## src/rtl/dsc_pkg.sv

```systemverilog
package dsc_pkg;
    localparam int KEY_W  = 3;
    localparam int STAT_W = 4;
    localparam int CW_W   = 16;
    localparam int KEY_LSB = 8;   // bits 5..7 counted from the MSB of a 16-bit word

    typedef enum logic [1:0] {
        KIND_DATA  = 2'b00,
        KIND_CBLK  = 2'b01,
        KIND_RESID = 2'b10
    } seq_kind_e;

    typedef struct packed {
        logic             busy;
        logic             done;
        seq_kind_e        kind;
        logic             dir;
        logic             size;
        logic [KEY_W-1:0] key;
    } seq_state_t;

    typedef struct packed {
        logic              load;
        logic              halted;
        logic              irq;
        logic [STAT_W-1:0] err;
    } err_state_t;
endpackage

```

## src/rtl/dsc_key_store.sv

```systemverilog
module dsc_key_store
    import dsc_pkg::*;
#(
    parameter int W   = CW_W,
    parameter int LSB = KEY_LSB,
    parameter int KW  = KEY_W
) (
    input  logic          clk,
    input  logic          rst_n,
    input  logic          capture_i,
    input  logic [W-1:0]  word_i,
    output logic [KW-1:0] key_o
);
    localparam int MSB = LSB + KW - 1;

    logic [KW-1:0] key_d, key_q;
    logic          word_unused;

    assign word_unused = ^{word_i[W-1:MSB+1], word_i[LSB-1:0]};

    always_comb begin
        key_d = key_q;
        if (capture_i) key_d = word_i[MSB:LSB];
    end

    always_ff @(posedge clk) begin
        if (!rst_n) key_q <= '0;
        else        key_q <= key_d;
    end

    assign key_o = key_q;

    AST_KEY_HOLD: assert property (@(posedge clk) disable iff (!rst_n)
        !capture_i |=> $stable(key_q)) else $error("key changed without capture");
endmodule

```

## src/rtl/dsc_err_track.sv

```systemverilog
module dsc_err_track
    import dsc_pkg::*;
#(
    parameter int SW = STAT_W
) (
    input  logic          clk,
    input  logic          rst_n,
    input  logic          check_i,
    input  logic [SW-1:0] status_i,
    input  logic          ack_i,
    input  logic          enter_i,
    input  logic          exit_i,
    output logic          load_o,
    output logic          halted_o,
    output logic          irq_o,
    output logic [SW-1:0] err_o
);
    err_state_t st_d, st_q;
    logic       fault;

    assign fault = check_i && (status_i != '0);

    always_comb begin
        st_d = st_q;
        if (enter_i)                  st_d.load = 1'b1;
        else if (exit_i && !st_q.halted) st_d.load = 1'b0;
        if (ack_i && !st_q.load) begin
            st_d.halted = 1'b0;
            st_d.irq    = 1'b0;
            st_d.err    = '0;
        end
        if (fault) begin
            st_d.halted = 1'b1;
            if (!st_q.load) begin
                st_d.irq = 1'b1;
                st_d.err = status_i;
            end
        end
    end

    always_ff @(posedge clk) begin
        if (!rst_n) st_q <= '0;
        else        st_q <= st_d;
    end

    assign load_o   = st_q.load;
    assign halted_o = st_q.halted;
    assign irq_o    = st_q.irq;
    assign err_o    = st_q.err;

    AST_ERR_RECORD: assert property (@(posedge clk) disable iff (!rst_n)
        (fault && !st_q.load) |=> (irq_o && halted_o && err_o == $past(status_i)))
        else $error("normal error not recorded");
    AST_LOAD_QUIET: assert property (@(posedge clk) disable iff (!rst_n)
        (fault && st_q.load) |=> (halted_o && load_o && $stable(irq_o) && $stable(err_o)))
        else $error("load error raised state");
    AST_LOAD_STICKS: assert property (@(posedge clk) disable iff (!rst_n)
        (st_q.load && st_q.halted) |=> (load_o && halted_o))
        else $error("halted load state left");
endmodule

```

## src/rtl/dma_seq_ctrl.sv

```systemverilog
module dma_seq_ctrl
    import dsc_pkg::*;
(
    input  logic                 clk,
    input  logic                 rst_n,
    input  logic                 start_i,
    input  logic [1:0]           kind_i,
    input  logic                 to_mem_i,
    input  logic                 byte_i,
    input  logic                 strobe_i,
    input  logic [STAT_W-1:0]    status_i,
    input  logic [CW_W-1:0]      ctrl_word_i,
    input  logic                 ack_i,
    input  logic                 load_enter_i,
    input  logic                 load_exit_i,
    output logic                 busy_o,
    output logic                 done_o,
    output logic [KEY_W-1:0]     key_o,
    output logic                 dir_o,
    output logic                 size_o,
    output logic                 irq_o,
    output logic                 halted_o,
    output logic                 load_o,
    output logic [STAT_W-1:0]    err_o
);
    seq_state_t        seq_d, seq_q;
    logic              close_seq, take_word, open_seq;
    logic [KEY_W-1:0]  stored_key;

    assign close_seq = strobe_i && seq_q.busy;
    assign take_word = close_seq && (seq_q.kind == KIND_CBLK) && (status_i == '0);
    assign open_seq  = start_i && !seq_q.busy && !halted_o;

    dsc_key_store #(.W(CW_W), .LSB(KEY_LSB), .KW(KEY_W)) u_key (
        .clk       (clk),
        .rst_n     (rst_n),
        .capture_i (take_word),
        .word_i    (ctrl_word_i),
        .key_o     (stored_key)
    );

    dsc_err_track #(.SW(STAT_W)) u_err (
        .clk      (clk),
        .rst_n    (rst_n),
        .check_i  (close_seq),
        .status_i (status_i),
        .ack_i    (ack_i),
        .enter_i  (load_enter_i),
        .exit_i   (load_exit_i),
        .load_o   (load_o),
        .halted_o (halted_o),
        .irq_o    (irq_o),
        .err_o    (err_o)
    );

    always_comb begin
        seq_d      = seq_q;
        seq_d.done = 1'b0;
        if (close_seq) begin
            seq_d      = '0;
            seq_d.done = 1'b1;
        end else if (open_seq) begin
            seq_d.busy = 1'b1;
            seq_d.kind = seq_kind_e'(kind_i);
            seq_d.dir  = to_mem_i;
            seq_d.size = byte_i;
            seq_d.key  = (seq_kind_e'(kind_i) == KIND_DATA && !load_o) ? stored_key : '0;
        end
    end

    always_ff @(posedge clk) begin
        if (!rst_n) seq_q <= '0;
        else        seq_q <= seq_d;
    end

    assign busy_o = seq_q.busy;
    assign done_o = seq_q.done;
    assign key_o  = seq_q.key;
    assign dir_o  = seq_q.dir;
    assign size_o = seq_q.size;

    AST_KEY_ZERO_CTRL: assert property (@(posedge clk) disable iff (!rst_n)
        (!busy_o || seq_q.kind != KIND_DATA) |-> key_o == '0)
        else $error("non-data key not zero");
    AST_KEY_ZERO_LOAD: assert property (@(posedge clk) disable iff (!rst_n)
        (busy_o && load_o && $stable(load_o) && $past(busy_o)) |-> key_o == '0)
        else $error("load key not zero");
    AST_HALT_BLOCKS: assert property (@(posedge clk) disable iff (!rst_n)
        (halted_o && !busy_o) |=> !busy_o)
        else $error("sequence opened while halted");
    AST_DONE_PULSE: assert property (@(posedge clk) disable iff (!rst_n)
        done_o |=> !done_o)
        else $error("done longer than a cycle");
    AST_TAGS_HELD: assert property (@(posedge clk) disable iff (!rst_n)
        (busy_o && !strobe_i) |=> ($stable(dir_o) && $stable(size_o) && $stable(key_o)))
        else $error("tags moved mid-sequence");
endmodule

```

## config.mk

```make
export PLATFORM = sky130hd
export DESIGN_NAME = dma_seq_ctrl
export DESIGN_NICKNAME = d
export VERILOG_FILES = /design/src/rtl/dsc_pkg.sv /design/src/rtl/dsc_key_store.sv /design/src/rtl/dsc_err_track.sv /design/src/rtl/dma_seq_ctrl.sv
export SDC_FILE = /design/constraint.sdc
export NUM_CORES = 1
export LEC_CHECK = 0
export ABC_AREA = 1
export CORE_ASPECT_RATIO = 1.75
export CORE_UTILIZATION = 35
export CTS_BUF_LIST = sky130_fd_sc_hd__clkbuf_16
export CTS_CLUSTER_DIAMETER = 200
export DETAILED_ROUTE_END_ITERATION = 7
export PLACE_DENSITY = 0.72
export RECOVER_POWER = 50
export REMOVE_ABC_BUFFERS = 1
export SLEW_MARGIN = 30
export SYNTH_ARGS = -nofsm -noshare
export SYNTH_HDL_FRONTEND = slang
export SYNTH_HIERARCHICAL = 1
export SYNTH_SLANG_ARGS = --single-unit
```

## constraint.sdc

```tcl
create_clock -name clk -period 1.5 [get_ports clk]
set_clock_uncertainty 0.2 [all_clocks]
set_input_delay 0.225 -clock clk [delete_from_list [all_inputs] [get_ports clk]]
set_output_delay 0.225 -clock clk [all_outputs]
set_load 0.01 [all_outputs]
```

==> results_dict.tcl, run 1 <==
set metrics [dict create \
    outcome "complete, no violations" \
    synth-async-reset-ratio_pct 0 \
    synth_largest_area_cell "dfxtp_1" \
    ys_ff_latch 19 \
    critPathLaunchType "primary input" \
    cts.sinks 19 \
    worstHoldPathType "reg2reg" \
    track_usage_pct 17.7 \
    n_antenna_cell 0 \
    synth_ff_type "dfxtp_1" \
    power_leakage_nw 0.670 \
    critPathArrivalTime_ns 1.37 \
    h-tree-depth 1 \
    syn_area_per_cell_um2 6.65 \
    clock.fmax_ghz 0.694 \
    cp_cell_sequence "clkdlybuf4s50_1 > buf_4 > nor2_2 > nand2_2 > nand2_4 > nand2_1 > nand2_1 > nor2_1 > nor2_1" \
    sw_frac_of_total_pct 23.2 \
    critical_path_class "in2reg" \
    area_growth_pct 48.6 \
    cp_top_family "buffers and inverters" \
    slew-limit-headroom_pct 80.4 \
    power_frac_seq_pct 42.1 \
    yosysUniqueCellTypes 17 \
    worst_path_largest_cell_delay_ns 0.49 \
    switching_power_mw 0.296 \
    antenna_found_initial 0 \
    initial_core_util_pct 36.8 \
    synthTopCellsByArea "dfxtp_1 41%, nor2_1 14%, nand2_1 11%, inv_1 7.4%, a21oi_1 4.4%" \
    period_needed_ns 1.44 \
    drt_iter0_markers 33 \
    min_period_over_period_pct 96.1 \
    finalInstanceArea_um2 1370 \
    nets 210 \
    worstPathRequired_ns 1.43 \
    setup_violations 0 \
    comb_power_share_pct 15.6 \
    synth_edf_count 0 \
    via_per_inst 4.77 \
    maxSlewViolCount 0 \
    fillers 247 \
    routabilityCongestion 0.714 \
    cts-root-buf "clkbuf_16" \
    dpl_cell_area_um2 1310 \
    coreArea_um2 2490 \
    syn-instance-count 138 \
    seq_area_frac_synth_pct 41.4 \
    clockPowerShare_pct 42.2 \
    cts_setup_buffers 0 \
    grt_max_degree 13 \
    vdd_drop_max_uv 731 \
    wirelength_um 2300 \
    hold_viol 0 \
    route.detailed.drc 0 \
    clk_latency_ns 0.25 \
    ant_nets 0 \
    tightest_slew_ns 0.294 \
    maxCapViolations 0 \
    synth_top_area_share_pct 41.4 \
    wl_per_cell_um 11.3 \
    ctsHoldBuffers 0 \
    critical_path.max_fanout 7 \
    die_w_um 40.7 \
    grt_pass1_wl_um 3590 \
    slowest_stage "clkdlybuf4s50_1" \
    clkTransAtPathRegs_ns 0.05 \
    p_per_area_nw_per_um2 935 \
    netlist_area_um2 918 \
    cp-end-kind "register" \
    dieArea_um2 2840 \
    dpl_worst_slack_ns -0.213 \
    io_buffers 31 \
    p_int_mw 0.980 \
    cts-buffers-inserted 3 \
    synth_most_common_cell "nor2_1" \
    hpwl_um 1730 \
    clock_path_buffers 2 \
    worst-path-buf-inv 2 \
    cts_tree "yes" \
    yosys-top-cells-count "35 x nor2_1, 28 x nand2_1, 19 x dfxtp_1, 18 x inv_1, 8 x a21oi_1" \
    boundaryPins 45 \
    dr.pass1.iters 4 \
    layout-drive-gt1-share_pct 14.0 \
    ys.warnings.count 6 \
    first_global_vias 927 \
    rows 24 \
    vias 974 \
    gr-total-overflow 0 \
    fin_ws_ns 0.0585 \
    die_h_um 69.8 \
]
[tightest hold or removal path, stage by stage (launching register included)]
cell and delay [ns]:
dfxtp_1 0.31, nand2_1 0.06, a21oi_1 0.05
[area by class of cell]
cell class,instances,area (um^2),share of cell area (%)
well taps,26,32.5,2.38
flip-flops and latches,19,380,27.9
repair buffers,40,357,26.1
clock inverters,1,5.00,0.367
inverters,22,82.6,6.05
clock buffers,3,75.1,5.50
multi-input cells,93,433,31.7
[per-stage QoR]
step	TNS (ns)	utilization, %	instances	hold WS [ns]	power, mW
2_1_floorplan	-0.269	-	134	0.137	0.635
3_3_place_gp	-1.35	52.5	200	0.243	0.755
3_5_place_dp	-1.67	52.5	200	0.253	0.761
4_1_cts	0	55.0	204	0.259	1.29
5_1_grt	-0.0221	54.8	204	0.298	1.33
6_report	0	54.8	204	0.266	1.28
[power by group through the flow]
stage / Sequential [mW] / Clock, mW / Combinational, mW
2_1_floorplan: 0.555 / 0 / 0.0795
3_3_place_gp: 0.548 / 0 / 0.207
3_5_place_dp: 0.548 / 0 / 0.213
4_1_cts: 0.537 / 0.550 / 0.205
5_1_grt: 0.540 / 0.572 / 0.221
6_report: 0.538 / 0.539 / 0.199
[layer usage]
metal / wire length, um / global-route usage (%) / vias up
li1: - / - / 498
met4: 54 / 8.52 / 0
met3: 84 / 3.21 / 4
met2: 1300 / 33.2 / 23
met1: 858 / 15.7 / 449
met5: 0 / 0 / -
[worst paths after layout]
path	start	to	slack (ns)	cells after the start
worst max register to register	u_err/load_o$_SDFFE_PN0P_	register	0.10	7
worst min register to register	size_o$_SDFFE_PP0P_	size_o$_SDFFE_PP0P_	0.27	2
worst max-delay path	status_i[1]	register	0.06	9
worst min-delay path	size_o$_SDFFE_PP0P_	size_o$_SDFFE_PP0P_	0.27	2
[placed cells by master, fill, tap and decap left out, types with 2 or more instances in the layout]
cell type,instances
clkdlybuf4s50_1,16
buf_4,8
nand2_1,28
nor2_2,3
inv_1,18
nand3_1,4
nand3_2,2
nand3b_1,4
inv_2,4
dlygate4sd2_1,14
nand4_1,3
clkbuf_16,3
dfxtp_1,19
nand2_2,2
a21oi_1,8
nor2_1,35
[cell families after synthesis]
logic type	count (synthesis)	share of synthesized area, %
AND/OR/NAND/NOR	83	40.2
AO/OA/AOI/OAI	10	5.72
buffers and inverters	26	12.7
flip-flops	19	41.4
[repair_timing]
action	in CTS	in global routing
gates resized for setup	14	3
endpoints found under the setup margin	14	4
cloned	0	0
pin swaps	0	1
No activity file was read; power rests on OpenSTA's default activity.
==> run 2, diff against run 1 <==
- CAP_MARGIN: not set -> 20
- CORE_MARGIN: not set -> 10
==> results_dict.tcl, run 2 (same netlist as run 1, synthesis figures left out) <==
set metrics [dict create \
    min_period_over_period_pct 94.1 \
    cp_top_family "buffers and inverters" \
    tightest_slew_ns 0.300 \
    fin_ws_ns 0.0886 \
    use_met2_pct 17.6 \
    final_common_cell "nor2_1" \
    period_needed_ns 1.41 \
    ctsHoldBuffers 0 \
    cp_cell_sequence "clkdlybuf4s50_1 > buf_4 > nor2_2 > nand2_4 > nand3_2 > nor2_1 > nor2_1 > nor2_1" \
    coreArea_um2 2490 \
    p_per_area_nw_per_um2 928 \
    gr-total-overflow 0 \
    slowest_stage "clkdlybuf4s50_1" \
    routabilityCongestion 0.761 \
    initial_core_util_pct 36.8 \
    dieArea_um2 5150 \
    drt_iter0_markers 14 \
    fin_cells 204 \
    worstPathRequired_ns 1.43 \
    io_buffers 31 \
    hold_viol 0 \
    wl_per_cell_um 11.3 \
    worstHoldPathType "reg2reg" \
    outcome "complete, no violations" \
    area_growth_pct 49.5 \
    final_cell_mix "35 x nor2_1, 28 x nand2_1, 19 x dfxtp_1, 17 x inv_1, 15 x clkdlybuf4s50_1" \
    antenna_found_initial 0 \
    layout-drive-gt1-share_pct 14.6 \
    cts-buffers-inserted 3 \
    vdd_drop_max_uv 655 \
    worst_path_largest_cell_delay_ns 0.43 \
    track_usage_pct 8.99 \
    maxCapViolations 0 \
    critical_path_class "in2reg" \
    top_usage_layer "met2" \
    die_w_um 58.7 \
    dpl_worst_slack_ns -0.204 \
    first_global_vias 926 \
    critPathMostFrequentCell "nor2_1" \
    worst-path-buf-inv 2 \
    grt_pass1_wl_um 3830 \
    die_h_um 87.8 \
    cts_setup_buffers 0 \
    via_per_inst 4.57 \
    vias 933 \
    power_leakage_nw 0.686 \
    route.detailed.drc 0 \
    clk_latency_ns 0.25 \
    n_antenna_cell 0 \
    grt_use_met1_pct 8.19 \
    cts-root-buf "clkbuf_16" \
    hpwl_um 1940 \
    clock.fmax_ghz 0.709 \
    dp.cells 200 \
    rows 24 \
    cts_tree "yes" \
    boundaryPins 45 \
    use_met3_pct 2.32 \
    maxSlewViolCount 0 \
    ant_nets 0 \
    nets 210 \
    h-tree-depth 1 \
    clkTransAtPathRegs_ns 0.05 \
    cts.sinks 19 \
    cp-end-kind "register" \
    wirelength_um 2300 \
    grt_max_degree 13 \
    clock_path_buffers 2 \
    grt_setup_unrepaired "false" \
    critPathArrivalTime_ns 1.35 \
    dr.pass1.iters 3 \
    setup_violations 0 \
    critPathLaunchType "primary input" \
    critical_path.max_fanout 7 \
    slew-limit-headroom_pct 80.0 \
]
-- run 2: through the flow --
| stage | setup TNS, ns | power (mW) | utilization, % | hold WS (ns) | instance area (um^2) |
|---|---|---|---|---|---|
| 2_1_floorplan | -0.269 | 0.635 | - | 0.137 | 885 |
| 3_3_place_gp | -1.26 | 0.757 | 52.5 | 0.243 | 1310 |
| 3_5_place_dp | -1.52 | 0.761 | 52.5 | 0.250 | 1310 |
| 4_1_cts | 0 | 1.28 | 55.0 | 0.255 | 1370 |
| 5_1_grt | 0 | 1.33 | 55.1 | 0.276 | 1370 |
| 6_report | 0 | 1.27 | 55.1 | 0.259 | 1370 |
-- run 2: where the power goes --
part | internal [mW] | total (mW) | leakage (nW) | switching (mW)
Sequential | 0.525 | 0.537 | 0.155 | 0.0120
Combinational | 0.0983 | 0.198 | 0.490 | 0.0993
Clock | 0.357 | 0.539 | 0.0409 | 0.183
Total | 0.980 | 1.27 | 0.686 | 0.294
-- run 2: final cells by class --
class	count	area [um^2]
inverters	22	82.6
clock buffers	3	75.1
clock inverters	1	5.00
well taps	26	32.5
fillers	241	1120
flip-flops and latches	19	380
multi-input cells	93	438
repair buffers	40	359
-- run 2: timing repair --
item / 4_1_cts / 5_1_grt
gates cloned: 0 / 0
gates resized for setup: 14 / 6
setup endpoints to repair: 14 / 6
pin swaps: 0 / 1
-- run 2: per-layer routing --
layer	share of wire [%]	wire length, um
met4	1.8	42
met1	37	841
met5	0	0
met3	5.4	123
met2	56	1290
-- run 2: tightest hold or removal path, delay by kind of cell, from the launching register on --
family	cells	cell delay, ns
flops	1	0.30
simple gates	1	0.06
compound gates	1	0.05
-- run 2: worst paths after layout --
path / startpoint / to / slack, ns / cells past startpoint
hold / removal: size_o$_SDFFE_PP0P_ / size_o$_SDFFE_PP0P_ / 0.26 / 2
setup / recovery: status_i[3] / register / 0.09 / 8
hold reg to reg: size_o$_SDFFE_PP0P_ / size_o$_SDFFE_PP0P_ / 0.26 / 2
setup reg to reg: busy_o$_SDFFE_PP0P_ / u_key/key_o[2]$_SDFFE_PN0P_ / 0.18 / 6
